--- src/rtl/resync_pkg.sv ---
package resync_pkg;
  localparam int NUM_ERR   = 3;
  localparam int ERR_CGS   = 0;
  localparam int ERR_FRAME = 1;
  localparam int ERR_LANE  = 2;

  typedef enum logic [1:0] {
    ST_IDLE,
    ST_SYSREF_WAIT,
    ST_REINIT
  } linkState_t;

  typedef struct packed {
    logic inReinit;
    logic waitEdge;
  } ctrlStrobe_t;
endpackage

--- src/rtl/resync_datapath.sv ---
module resync_datapath
  import resync_pkg::*;
#(
  parameter int K_NEED = 4
) (
  input  logic               clk,
  input  logic               rstN,
  input  logic [NUM_ERR-1:0] errVec,
  input  logic               hwReinitDisable,
  input  logic [NUM_ERR-1:0] irqEnable,
  input  logic [NUM_ERR-1:0] statusClear,
  input  logic               kCharValid,
  input  logic               cgsAchieved,
  input  logic               sysrefIn,
  input  ctrlStrobe_t        ctrl,
  output logic [NUM_ERR-1:0] errStatus,
  output logic               irq,
  output logic               hwErr,
  output logic               kDone,
  output logic               sysrefEdge
);
  localparam int CNT_W = $clog2(K_NEED + 1);
  localparam logic [CNT_W-1:0] LAST_K = CNT_W'(K_NEED - 1);

  logic [CNT_W-1:0] kCount;
  logic             sysrefPrev;
  logic             kQual;

  // Sticky status bits: set has priority over write-1-to-clear
  for (genvar i = 0; i < NUM_ERR; i++) begin : g_status
    always_ff @(posedge clk) begin
      if (!rstN) begin
        errStatus[i] <= 1'b0;
      end else if (errVec[i]) begin
        errStatus[i] <= 1'b1;
      end else if (statusClear[i]) begin
        errStatus[i] <= 1'b0;
      end
    end
  end

  always_ff @(posedge clk) begin
    if (!rstN) begin
      irq <= 1'b0;
    end else begin
      irq <= |(errStatus & irqEnable);
    end
  end

  always_ff @(posedge clk) begin
    if (!rstN) begin
      sysrefPrev <= 1'b0;
    end else begin
      sysrefPrev <= sysrefIn;
    end
  end

  assign hwErr      = (|errVec) & ~hwReinitDisable;
  assign kQual      = kCharValid & cgsAchieved;
  assign sysrefEdge = ctrl.waitEdge & sysrefIn & ~sysrefPrev;

  // Run of consecutive qualified /K/ characters
  always_ff @(posedge clk) begin
    if (!rstN) begin
      kCount <= '0;
    end else if (!ctrl.inReinit || hwErr || (kCharValid && !cgsAchieved)) begin
      kCount <= '0;
    end else if (kQual && kCount != LAST_K) begin
      kCount <= kCount + 1'b1;
    end
  end

  assign kDone = ctrl.inReinit & kQual & ~hwErr & (kCount == LAST_K);
endmodule

--- src/rtl/resync_fsm.sv ---
module resync_fsm
  import resync_pkg::*;
(
  input  logic        clk,
  input  logic        rstN,
  input  logic        hwErr,
  input  logic        swReinitReq,
  input  logic        swRealignReq,
  input  logic        kDone,
  input  logic        sysrefEdge,
  output ctrlStrobe_t ctrl,
  output logic        syncN,
  output logic        sysrefResample
);
  linkState_t state, stateNext;
  logic       reinitHit;

  assign reinitHit = hwErr | swReinitReq;

  always_comb begin
    stateNext = state;
    unique case (state)
      ST_IDLE: begin
        if (reinitHit)         stateNext = ST_REINIT;
        else if (swRealignReq) stateNext = ST_SYSREF_WAIT;
      end
      ST_SYSREF_WAIT: begin
        if (reinitHit || sysrefEdge) stateNext = ST_REINIT;
      end
      ST_REINIT: begin
        if (kDone) stateNext = ST_IDLE;
      end
      default: stateNext = ST_IDLE;
    endcase
  end

  always_ff @(posedge clk) begin
    if (!rstN) begin
      state          <= ST_IDLE;
      sysrefResample <= 1'b0;
    end else begin
      state          <= stateNext;
      sysrefResample <= (state == ST_IDLE) & ~reinitHit & swRealignReq;
    end
  end

  assign syncN         = (state != ST_REINIT);
  assign ctrl.inReinit = (state == ST_REINIT);
  assign ctrl.waitEdge = (state == ST_SYSREF_WAIT);
endmodule

--- src/rtl/rx_resync_ctrl.sv ---
module rx_resync_ctrl
  import resync_pkg::*;
#(
  parameter int K_NEED = 4
) (
  input  logic               clk,
  input  logic               rstN,
  input  logic               errCgsLoss,
  input  logic               errFrameAlign,
  input  logic               errLaneAlign,
  input  logic               swReinitReq,
  input  logic               swRealignReq,
  input  logic               hwReinitDisable,
  input  logic [NUM_ERR-1:0] irqEnable,
  input  logic [NUM_ERR-1:0] statusClear,
  input  logic               kCharValid,
  input  logic               cgsAchieved,
  input  logic               sysrefIn,
  output logic               syncN,
  output logic               irq,
  output logic [NUM_ERR-1:0] errStatus,
  output logic               sysrefResample
);
  logic [NUM_ERR-1:0] errVec;
  ctrlStrobe_t        ctrl;
  logic               hwErr;
  logic               kDone;
  logic               sysrefEdge;

  always_comb begin
    errVec            = '0;
    errVec[ERR_CGS]   = errCgsLoss;
    errVec[ERR_FRAME] = errFrameAlign;
    errVec[ERR_LANE]  = errLaneAlign;
  end

  resync_datapath #(.K_NEED(K_NEED)) i_dp (
    .clk            (clk),
    .rstN           (rstN),
    .errVec         (errVec),
    .hwReinitDisable(hwReinitDisable),
    .irqEnable      (irqEnable),
    .statusClear    (statusClear),
    .kCharValid     (kCharValid),
    .cgsAchieved    (cgsAchieved),
    .sysrefIn       (sysrefIn),
    .ctrl           (ctrl),
    .errStatus      (errStatus),
    .irq            (irq),
    .hwErr          (hwErr),
    .kDone          (kDone),
    .sysrefEdge     (sysrefEdge)
  );

  resync_fsm i_fsm (
    .clk           (clk),
    .rstN          (rstN),
    .hwErr         (hwErr),
    .swReinitReq   (swReinitReq),
    .swRealignReq  (swRealignReq),
    .kDone         (kDone),
    .sysrefEdge    (sysrefEdge),
    .ctrl          (ctrl),
    .syncN         (syncN),
    .sysrefResample(sysrefResample)
  );
endmodule

--- config.mk ---
export PLATFORM = sky130hd
export DESIGN_NAME = rx_resync_ctrl
export DESIGN_NICKNAME = d
export VERILOG_FILES = /design/src/rtl/resync_pkg.sv /design/src/rtl/resync_datapath.sv /design/src/rtl/resync_fsm.sv /design/src/rtl/rx_resync_ctrl.sv
export SDC_FILE = /design/constraint.sdc
export NUM_CORES = 1
export LEC_CHECK = 0
export ABC_AREA = 0
export BUFFER_PORTS_ARGS = -buffer_cell sky130_fd_sc_hd__buf_4
export CAP_MARGIN = 5
export CORE_AREA = 2 2 39 41
export DETAILED_ROUTE_END_ITERATION = 6
export DIE_AREA = 0 0 41 43
export GPL_ROUTABILITY_DRIVEN = 0
export PLACE_DENSITY_LB_ADDON = 0.15
export REMOVE_ABC_BUFFERS = 1
export SLEW_MARGIN = 20
export SYNTH_ARGS = -nofsm -noshare
export SYNTH_HDL_FRONTEND = slang
export SYNTH_SLANG_ARGS = --single-unit
--- constraint.sdc ---
create_clock -name clk -period 1.66 [get_ports clk]
set_input_delay 0.498 -clock clk [delete_from_list [all_inputs] [get_ports clk]]
set_output_delay 0.498 -clock clk [all_outputs]
set_load 0.05 [all_outputs]
# Word-level counts from Yosys, hierarchy flattened
# Cells that the tools add are included.
# W data, S select, Z words.
[word_totals]
register_bits = 11
ramBits = 0
inputBits = 17
n_memories = 0
romBits = 0
out_inout_bits = 6
latch_bits = 0
elab_cells = 59
[op_classes]
div = 0
n_shift = 0
n_mux = 11
eq_ne = 8
bitwise_logic = 16
n_lt_le_gt_ge = 0
addsub = 1
reduce_logical = 15
n_mul = 0
[op_table]
columns = ["op", "count"]
rows = [
  ["$and A1 B1 Y1", 9],
  ["$mux W2", 4],
  ["$mux W1", 6],
  ["$ne A3 B2 Y1 const B", 2],
  ["$pmux W2 S3", 1],
  ["$reduce_bool A2 Y1", 3],
  ["$reduce_or A3 Y1", 2],
  ["$not A1 Y1", 5],
  ["$ne A2 B2 Y1 const B", 2],
  ["$add A3 B1 Y3 const B", 1],
  ["$and A3 B3 Y3", 1],
  ["$eq A3 B2 Y1 const B", 1],
  ["$logic_or A1 B1 Y1", 3],
  ["$reduce_and A3 Y1", 1],
  ["$eq A2 B1 Y1 const B", 1],
  ["$eq A2 B2 Y1 const B", 1],
  ["$logic_and A1 B1 Y1", 2],
  ["$logic_not A1 Y1", 2],
  ["$logic_not A2 Y1", 1],
  ["$ne A2 B1 Y1 const B", 1],
  ["$reduce_or A2 Y1", 1],
  ["$or A1 B1 Y1", 1],
]

# Longest topological paths before layout
# Gate-level depths: netlist (run 1).
[depth]
ltp_word = 7
mapped_depth = 5

# Hierarchy
# From an unflattened synthesis (run 1), not the netlist that was laid out.
[unflattened]
hier_cells = 49
hier_area_um2 = 524.3
[modules_own_cells]
columns = ["mod", "area_each_um2", "n_inst", "cells_each"]
rows = [
  ["resync_datapath", 377.9, 1, 36],
  ["resync_fsm", 146.4, 1, 13],
]

# Worst setup path after synthesis (run 1)
# OpenSTA, ideal clock, no wires.
[synth_timing]
path_type = "register to register"
start = "reg i_dp.kCount[0]"
end = "reg i_dp.kCount[2]"
n_path_buf = 0
synth_period_minus_slack_ns = 1.263
setup_slack_ns = 0.397
t_required_ns = 1.535
t_arrival_ns = 1.138
stages_incl_launch_ff = 6
path_cell_list = "dfxtp_1 -> ha_1 -> ha_1 -> nand3b_1 -> mux2i_1 -> nor2b_1"
[synth_via]
elab_chain_cells = 2
[synth_rtl]
columns = ["item", "line_no", "source"]
rows = [
  ["start: declaration", "resync_datapath.sv:25", "logic [CNT_W-1:0] kCount;"],
  ["start signal: assignment", "resync_datapath.sv:69", "kCount <= kCount + 1'b1;"],
  ["parallel branches: the longest is 2 deep, another holds $add A3 B1 Y3", "n/a", ""],
]
# Several ways; the timed one is not identified.
# A chain may end at the register's enable or synchronous reset.

# Worst setup path after layout (run 1)
[layout_timing]
start = "reg i_fsm.state[1]"
end = "out syncN"
[layout_via]
elab_chain_cells = 1
[layout_rtl]
columns = ["item", "line_no", "source"]
rows = [
  ["start: declaration", "resync_fsm.sv:15", "linkState_t state, stateNext;"],
  ["start signal: assignment", "resync_fsm.sv:42", "state <= stateNext;"],
  ["$ne A2 B2 Y1", "resync_fsm.sv:47", "assign syncN = (state != ST_REINIT);"],
  ["end: declaration", "rx_resync_ctrl.sv:19", "output logic syncN,"],
]
# Every way passes these cells.

==> out/results.ini, run 1 <==
[timing]
layout_min_cycle_time_ps=1540
max_freq_mhz=650
rsz0062_at_grt=false
finalCritPeriodShare=0.927
slew_headroom=0.777
tightest_slew_ps=333
timing.setup.tns_ps=0
hold_viol=0
setup_viol=0
skew_ps=1.29
drv_slew=0

[floorplanning]
initial_core_util=0.342
die_h_um=43
rows=14
pin_count=23
dieArea_um2=1760
core_area_um2=1380
die_w_um=41

[setup_path]
max_stage_delay_ps=370
crit_buf_inv=2
crit_fanout=4
worst-setup-path-type=register to primary output
crit_family=flip-flops
crit_arrival_ps=1040
startpoint_type=register
path_cells=nor2b_1 > inv_1 > buf_4
crit_path_end_kind=primary output
cp.required_ps=1160
cp_slowest_cell=dfxtp_1

[cts]
htree_levels=1
clockBufferDepth=2
cts_root_buffer=clkbuf_4
cts_tree=done
post_cts_buffers=0
cts.sinks=11
numCtsBuffers=3
cts_resized=0
hold_buffers=0
clock_latency_ps=260
clk_pin_slew_ps=60

[flow_run]
maxCapViolations=0

[place]
placed_area_um2=654
numPortBuffers=22
dp.final_hpwl_um=741

[final_layout]
syn_to_final_growth_pct=43.9
design_area_um2=681
final_layout_size_suffix_gt1_frac=0.356
nets=93
n_antenna_cell=0

[power_and_ir_drop]
internal-power_uw=423
power_density_nw_per_um2=844
power_frac_comb=0.203
pwr-share-seq=0.494
power.switching_uw=151
power.leakage_nw=0.316
sw_frac_of_total=0.262
irDropWorstVdd_uv=499
p_clk_frac=0.303

[global_routing]
grt_max_degree=10
grt-ovfl-total=0
grt_pass1_vias=380
grt_pass1_wl_um=1510
antenna_found_initial=0
track_usage=0.129

[drt]
wl_per_cell_um=10.1
drt_iter0_markers=8
vias=411
ant_nets=0
viasPerCell=4.62
drc=0
routed_wirelength_um=902
drtPass1Iterations=4

[synthesis]
postSynthCellCount=48
synth.avg_cell_area_um2=9.85
yosysSeqAreaShare=0.466
syn-cell-area_um2=473
ys_ff_latch=11
yosysWarnings=0
synth_cell_types=23

[worst_hold_path]
min_path_type=input port to register

[run_status]
status=finished clean

## cells in the final DEF (no fill, tap or decap), types with 2 or more instances in the layout
cell type and instances:
o21a_1 3, nor2b_1 6, o21ai_1 2, mux2i_1 2, nor2_1 5, buf_4 22
clkbuf_4 3, inv_1 2, ha_1 2, dfxtp_1 11
## cells by family after synthesis
family | share of synthesized area
simple gates | 0.241
flops | 0.466
compound gates | 0.156
buf+inv | 0.0238
mux | 0.0423
fa+ha+maj | 0.0529
xor+xnor | 0.0185
## path summary, 6_finish.rpt
kind | from | to | slack (ps) | cells after the start
min | sysrefIn | i_dp.sysrefPrev | 450 | 2
max | i_fsm.state[1] | syncN | 120 | 3
min reg2reg | i_dp.kCount[1] | i_dp.kCount[1] | 510 | 2
max reg2reg | i_dp.kCount[0] | i_dp.kCount[2] | 310 | 5
## cells in the mapped netlist, drive strengths merged
cell type	instances	share of area
nand2	1	0.0079
dfxtp	11	0.47
and4bb	1	0.026
inv	2	0.016
and2	1	0.013
a21boi	1	0.016
a32o	1	0.021
nor2	5	0.040
ha	2	0.053
o2111ai	1	0.019
clkbuf	1	0.0079
and3	1	0.013
nand3b	1	0.016
a222oi	1	0.021
xor2	1	0.019
mux2i	2	0.042
nor3	2	0.032
o21a	3	0.048
nand2b	1	0.013
nor2b	6	0.079
o21ai	3	0.032
## flip-flops by register name, indices dropped and copies added (netlist names)
signal and cells:
i_dp.irq 1, i_dp.kCount 3, i_fsm.state 2, i_dp.errStatus 3, i_fsm.sysrefResample 1, i_dp.sysrefPrev 1
## power by group through the flow
stage                     logic (mW)  registers [mW]  clock network, mW
after floorplan               0.0393           0.313                  0
after global placement         0.117           0.290                  0
after detailed placement       0.117           0.290                  0
after CTS                      0.118           0.284              0.184
after global routing           0.126           0.285              0.198
final                          0.117           0.284              0.174
## worst reg2reg max path, cell delays in order, from the launching register on
cell and delay, ps:
dfxtp_1 320, ha_1 200, ha_1 180, nand3b_1 240, mux2i_1 160, nor2b_1 130
## per-layer routing
| metal | track usage | up-vias | part of all wire |
|---|---|---|---|
| met2 | 0.194 | 9 | 0.54 |
| met4 | 0.0400 | 0 | 0 |
| met3 | 0.0785 | 0 | 0.062 |
| met1 | 0.147 | 180 | 0.40 |
| li1 | - | 222 | - |
| met5 | 0 | - | 0 |
## final cells by class
class,count,area [um2]
repair buffers,22,165
multi-input cells,34,241
clock buffers,4,26.3
well taps,16,20.0
flip-flops and latches,11,220
fillers,132,703
inverters,2,7.51
## through the flow
step	std cells	hold slack, ps	utilization	power [mW]	worst slack, ps
6_report	89	449	0.492	0.574	121
5_1_grt	89	437	0.492	0.608	65.2
4_1_cts	89	441	0.492	0.585	111
3_5_place_dp	85	510	0.473	0.407	330
3_3_place_gp	85	501	0.473	0.407	361
2_1_floorplan	47	468	-	0.352	397
Note: power is estimated with default switching activity, not from simulation.
==> run 2, diff against run 1 <==
--- a/config.mk
+++ b/config.mk
@@ -12,7 +12,7 @@
 export DETAILED_ROUTE_END_ITERATION = 6
 export DIE_AREA = 0 0 41 43
 export GPL_ROUTABILITY_DRIVEN = 0
-export PLACE_DENSITY_LB_ADDON = 0.15
+export PLACE_DENSITY = 0.65
 export REMOVE_ABC_BUFFERS = 1
 export SLEW_MARGIN = 20
 export SYNTH_ARGS = -nofsm -noshare
==> run 2 against run 1 <==
Die area unchanged. Wire length up 11%. Final cell count unchanged. Critical endpoint unchanged. Maximum frequency down 2.4%. Worst setup slack worse by 38 ps. Total power up 1.4%. Sequential power about the same. Highest routed layer is now met4. Non-clock buffer count unchanged. Core utilization unchanged. Combinational power about the same. Clock skew up 2.2 ps.
==> out/results.ini, run 2 (synthesized netlist as in run 1, its figures left out) <==
[floorplanning]
die_w_um=41
dieArea_um2=1760
pin_count=23
core_area_um2=1380
rows=14
die_h_um=43
initial_core_util=0.342

[final_layout]
reg_top3=i_dp.errStatus: 3 flops, i_dp.kCount: 3 flops, i_fsm.state: 2 flops
final_cell_mix=buf_4 (22), dfxtp_1 (11), nor2b_1 (6), nor2_1 (5)
final_core_util=0.492
n_antenna_cell=0
nets=93
final_layout_size_suffix_gt1_frac=0.356
layout_commonest_cell=buf_4
design_area_um2=681
multi_input_area_um2=241
register_area_um2=220
fillers=137
syn_to_final_growth_pct=43.9

[setup_path]
r2r_end=i_dp.kCount[2]
startpoint_type=register
max_stage_delay_ps=370
r2r_cells=5
cp.required_ps=1160
reg2reg_from=i_dp.kCount[0]
crit_arrival_ps=1080
path_cells=nor2b_1 > inv_1 > buf_4
crit_family=flip-flops
cp_slowest_cell=dfxtp_1
critPathLaunch=i_fsm.state[1]
crit_path_end_kind=primary output
r2r_setup_slack_ps=330
worst-setup-path-type=register to primary output
crit_fanout=4
crit_buf_inv=2

[flow_run]
maxCapViolations=0

[worst_hold_path]
whs_path_depth=2
min-delay-start=sysrefIn
min_path_type=input port to register
whs_endpoint=i_dp.sysrefPrev

[cts]
cts.sinks=11
cts_resized=0
post_cts_buffers=0
cts_root_buffer=clkbuf_4
numCtsBuffers=3
hold_buffers=0
cts_tree=done
htree_levels=1
clk_pin_slew_ps=70
clockBufferDepth=2
clock_latency_ps=260

[place]
numPortBuffers=22
dp.final_hpwl_um=770
placed_area_um2=654

[global_routing]
grt_pass1_wl_um=1630
track_usage=0.141
grt-ovfl-total=0
antenna_found_initial=0
grt_max_degree=10
grt_pass1_vias=395

[timing]
finalCritPeriodShare=0.950
rsz0062_at_grt=false
skew_ps=3.51
layout_min_cycle_time_ps=1580
hold_slack_ps=443
drv_slew=0
setup_viol=0
slew_headroom=0.796
tightest_slew_ps=306
hold_viol=0
max_freq_mhz=634
timing.setup.tns_ps=0

[power_and_ir_drop]
irDropWorstVdd_uv=414
power_density_nw_per_um2=856
power.leakage_nw=0.316

[drt]
ant_nets=0
vias=424
routed_wirelength_um=997
drtPass1Iterations=4
drc=0
drt_iter0_markers=9
wl_per_cell_um=11.2
viasPerCell=4.76

[run_status]
status=finished clean

run 2: area by class of cell:
type | count | area share
clock buffers | 4 | 0.0386
inverters | 2 | 0.0110
multi-input cells | 34 | 0.355
flip-flops and latches | 11 | 0.324
well taps | 16 | 0.0294
repair buffers | 22 | 0.243
run 2: worst max-delay path by stage:
stage	to	slack, ps	depth (start not counted)
2_1_floorplan	i_dp.kCount[2]	400	5
3_3_place_gp	i_dp.kCount[2]	370	5
3_5_place_dp	i_dp.kCount[2]	330	5
4_1_cts	syncN	80	3
5_1_grt	syncN	1	3
6_report	syncN	80	3
run 2: per-layer routing:
layer	GRT usage	part of all wire	vias up
li1	-	-	218
met5	0	0	-
met2	0.197	0.47	14
met1	0.172	0.46	190
met3	0.0471	0.059	2
met4	0.100	0.0090	0
run 2: report_power, final:
group	leakage (nW)	internal (mW)	switching [mW]	total (mW)
clock	0.0150	0.0929	0.0879	0.181
combinational	0.210	0.0546	0.0632	0.118
sequential	0.0905	0.276	0.00788	0.284
run 2: per-stage QoR:
stage                     instances  setup slack, ps  power (mW)
after floorplan                  47              397       0.352
after global placement           85              369       0.407
after detailed placement         85              330       0.408
after CTS                        89             77.2       0.595
after global routing             89             1.11       0.614
final                            89             82.9       0.582
==> run 3, diff against run 2 <==
--- a/config.mk
+++ b/config.mk
@@ -8,11 +8,11 @@
 export ABC_AREA = 0
 export BUFFER_PORTS_ARGS = -buffer_cell sky130_fd_sc_hd__buf_4
 export CAP_MARGIN = 5
-export CORE_AREA = 2 2 39 41
+export CORE_AREA = 5 5 42 44
 export DETAILED_ROUTE_END_ITERATION = 6
-export DIE_AREA = 0 0 41 43
+export DIE_AREA = 0 0 47 49
 export GPL_ROUTABILITY_DRIVEN = 0
-export PLACE_DENSITY = 0.65
+export RECOVER_POWER = 100
 export REMOVE_ABC_BUFFERS = 1
 export SLEW_MARGIN = 20
 export SYNTH_ARGS = -nofsm -noshare
==> run 3 against run 2 <==
Final cell count unchanged. First-iteration DRC count shrank 67%. Total power down 0.29%. Combinational power is 6% lower. Sequential power about the same. Core utilization fell by 2.1 points. Die area is 31% higher. Worst setup slack better by 8.6 ps. Clock skew is 6.9 ps higher. Clock power increased by 3%. Critical path depth unchanged. Largest power group unchanged.
==> out/results.ini, run 3 (synthesized netlist as in run 1, its figures left out) <==
[cts]
cts_tree=done
clockBufferDepth=2
cts_resized=0
cts_root_buffer=clkbuf_4
hold_buffers=0
clock_latency_ps=270
post_cts_buffers=0
numCtsBuffers=3
cts.sinks=11
htree_levels=1
clk_pin_slew_ps=80

[power_and_ir_drop]
power_frac_comb=0.191
power.leakage_nw=0.308
internal-power_uw=418
power_density_nw_per_um2=881
irDropWorstVdd_uv=467
power.switching_uw=163
sw_frac_of_total=0.281
pwr-share-seq=0.488
p_clk_frac=0.320

[final_layout]
nets=93
final_layout_size_suffix_gt1_frac=0.329
syn_to_final_growth_pct=39.4
layout_commonest_cell=buf_4
fillers=170
n_antenna_cell=0
reg_top3=i_dp.errStatus: 3 flops, i_dp.kCount: 3 flops, i_fsm.state: 2 flops
final_cell_mix=buf_4 (16), dfxtp_1 (11), nor2b_1 (6), nor2_1 (5), clkbuf_2 (5)

[floorplanning]
die_w_um=47
initial_core_util=0.338
core_area_um2=1400
die_h_um=49
dieArea_um2=2300
rows=14
pin_count=23

[global_routing]
antenna_found_initial=0
grt_pass1_wl_um=1770
grt-ovfl-total=0
grt_max_degree=10
grt_pass1_vias=427
track_usage=0.107

[worst_hold_path]
min_path_type=input port to register

[timing]
tightest_slew_ps=328
max_freq_mhz=638
layout_min_cycle_time_ps=1570
slew_headroom=0.781
timing.setup.tns_ps=0
finalCritPeriodShare=0.945
hold_viol=0
skew_ps=10.4
setup_viol=0
rsz0062_at_grt=false
drv_slew=0
hold_slack_ps=439

[flow_run]
maxCapViolations=0

[setup_path]
crit_arrival_ps=1070
crit_path_end_kind=primary output
crit_fanout=4
cp.required_ps=1160
worst-setup-path-type=register to primary output
startpoint_type=register

[drt]
drc=0
drtPass1Iterations=4
vias=424
routed_wirelength_um=1070
viasPerCell=4.76
drt_iter0_markers=3
wl_per_cell_um=12.0
ant_nets=0

[run_status]
status=finished clean

[place]
numPortBuffers=22

==> run 3: worst paths after layout <==
kind                        from  cells past startpoint                end  slack [ps]
setup / recovery  i_fsm.state[1]                      3              syncN          90
hold reg to reg   i_dp.kCount[1]                      2     i_dp.kCount[1]         520
setup reg to reg  i_dp.kCount[0]                      5     i_dp.kCount[2]         330
hold / removal     errFrameAlign                      2  i_dp.errStatus[1]         440
==> run 3: cell type report <==
cell class / count / area, um2 / share of cell area
Tap cell: 16 / 20.0 / 0.0304
Timing Repair Buffer: 22 / 149 / 0.226
Inverter: 2 / 7.51 / 0.0114
Multi-Input combinational cell: 34 / 236 / 0.359
Clock buffer: 4 / 26.3 / 0.0398
Sequential cell: 11 / 220 / 0.334
==> run 3: worst max-delay path, cell delays in order, from the launching register on <==
cell     delay [ps]
dfxtp_1         360
nor2b_1         190
inv_1            70
buf_4           190
==> run 3: power groups by stage <==
| stage | combinational (mW) | clock, mW | sequential (mW) |
|---|---|---|---|
| after floorplan | 0.0393 | 0 | 0.313 |
| after global placement | 0.118 | 0 | 0.290 |
| after detailed placement | 0.119 | 0 | 0.290 |
| after CTS | 0.120 | 0.193 | 0.284 |
| after global routing | 0.120 | 0.211 | 0.285 |
| final | 0.111 | 0.186 | 0.284 |
==> run 3: per-stage QoR <==
stage,total power [mW],setup slack (ps),cell area (um2),utilization,std cells
final,0.581,91.4,659,0.471,89
after global routing,0.616,9.43,659,0.471,89
after CTS,0.597,76.8,681,0.486,89
after detailed placement,0.409,331,654,0.467,85
after global placement,0.408,365,654,0.467,85
after floorplan,0.352,397,469,-,47
==> run 3: layer usage <==
layer / up-vias / GRT usage / share of wire
met2: 15 / 0.152 / 0.47
met3: 2 / 0.0406 / 0.069
met4: 0 / 0.0691 / 0.015
met5: - / 0 / 0
li1: 218 / - / -
met1: 189 / 0.128 / 0.44
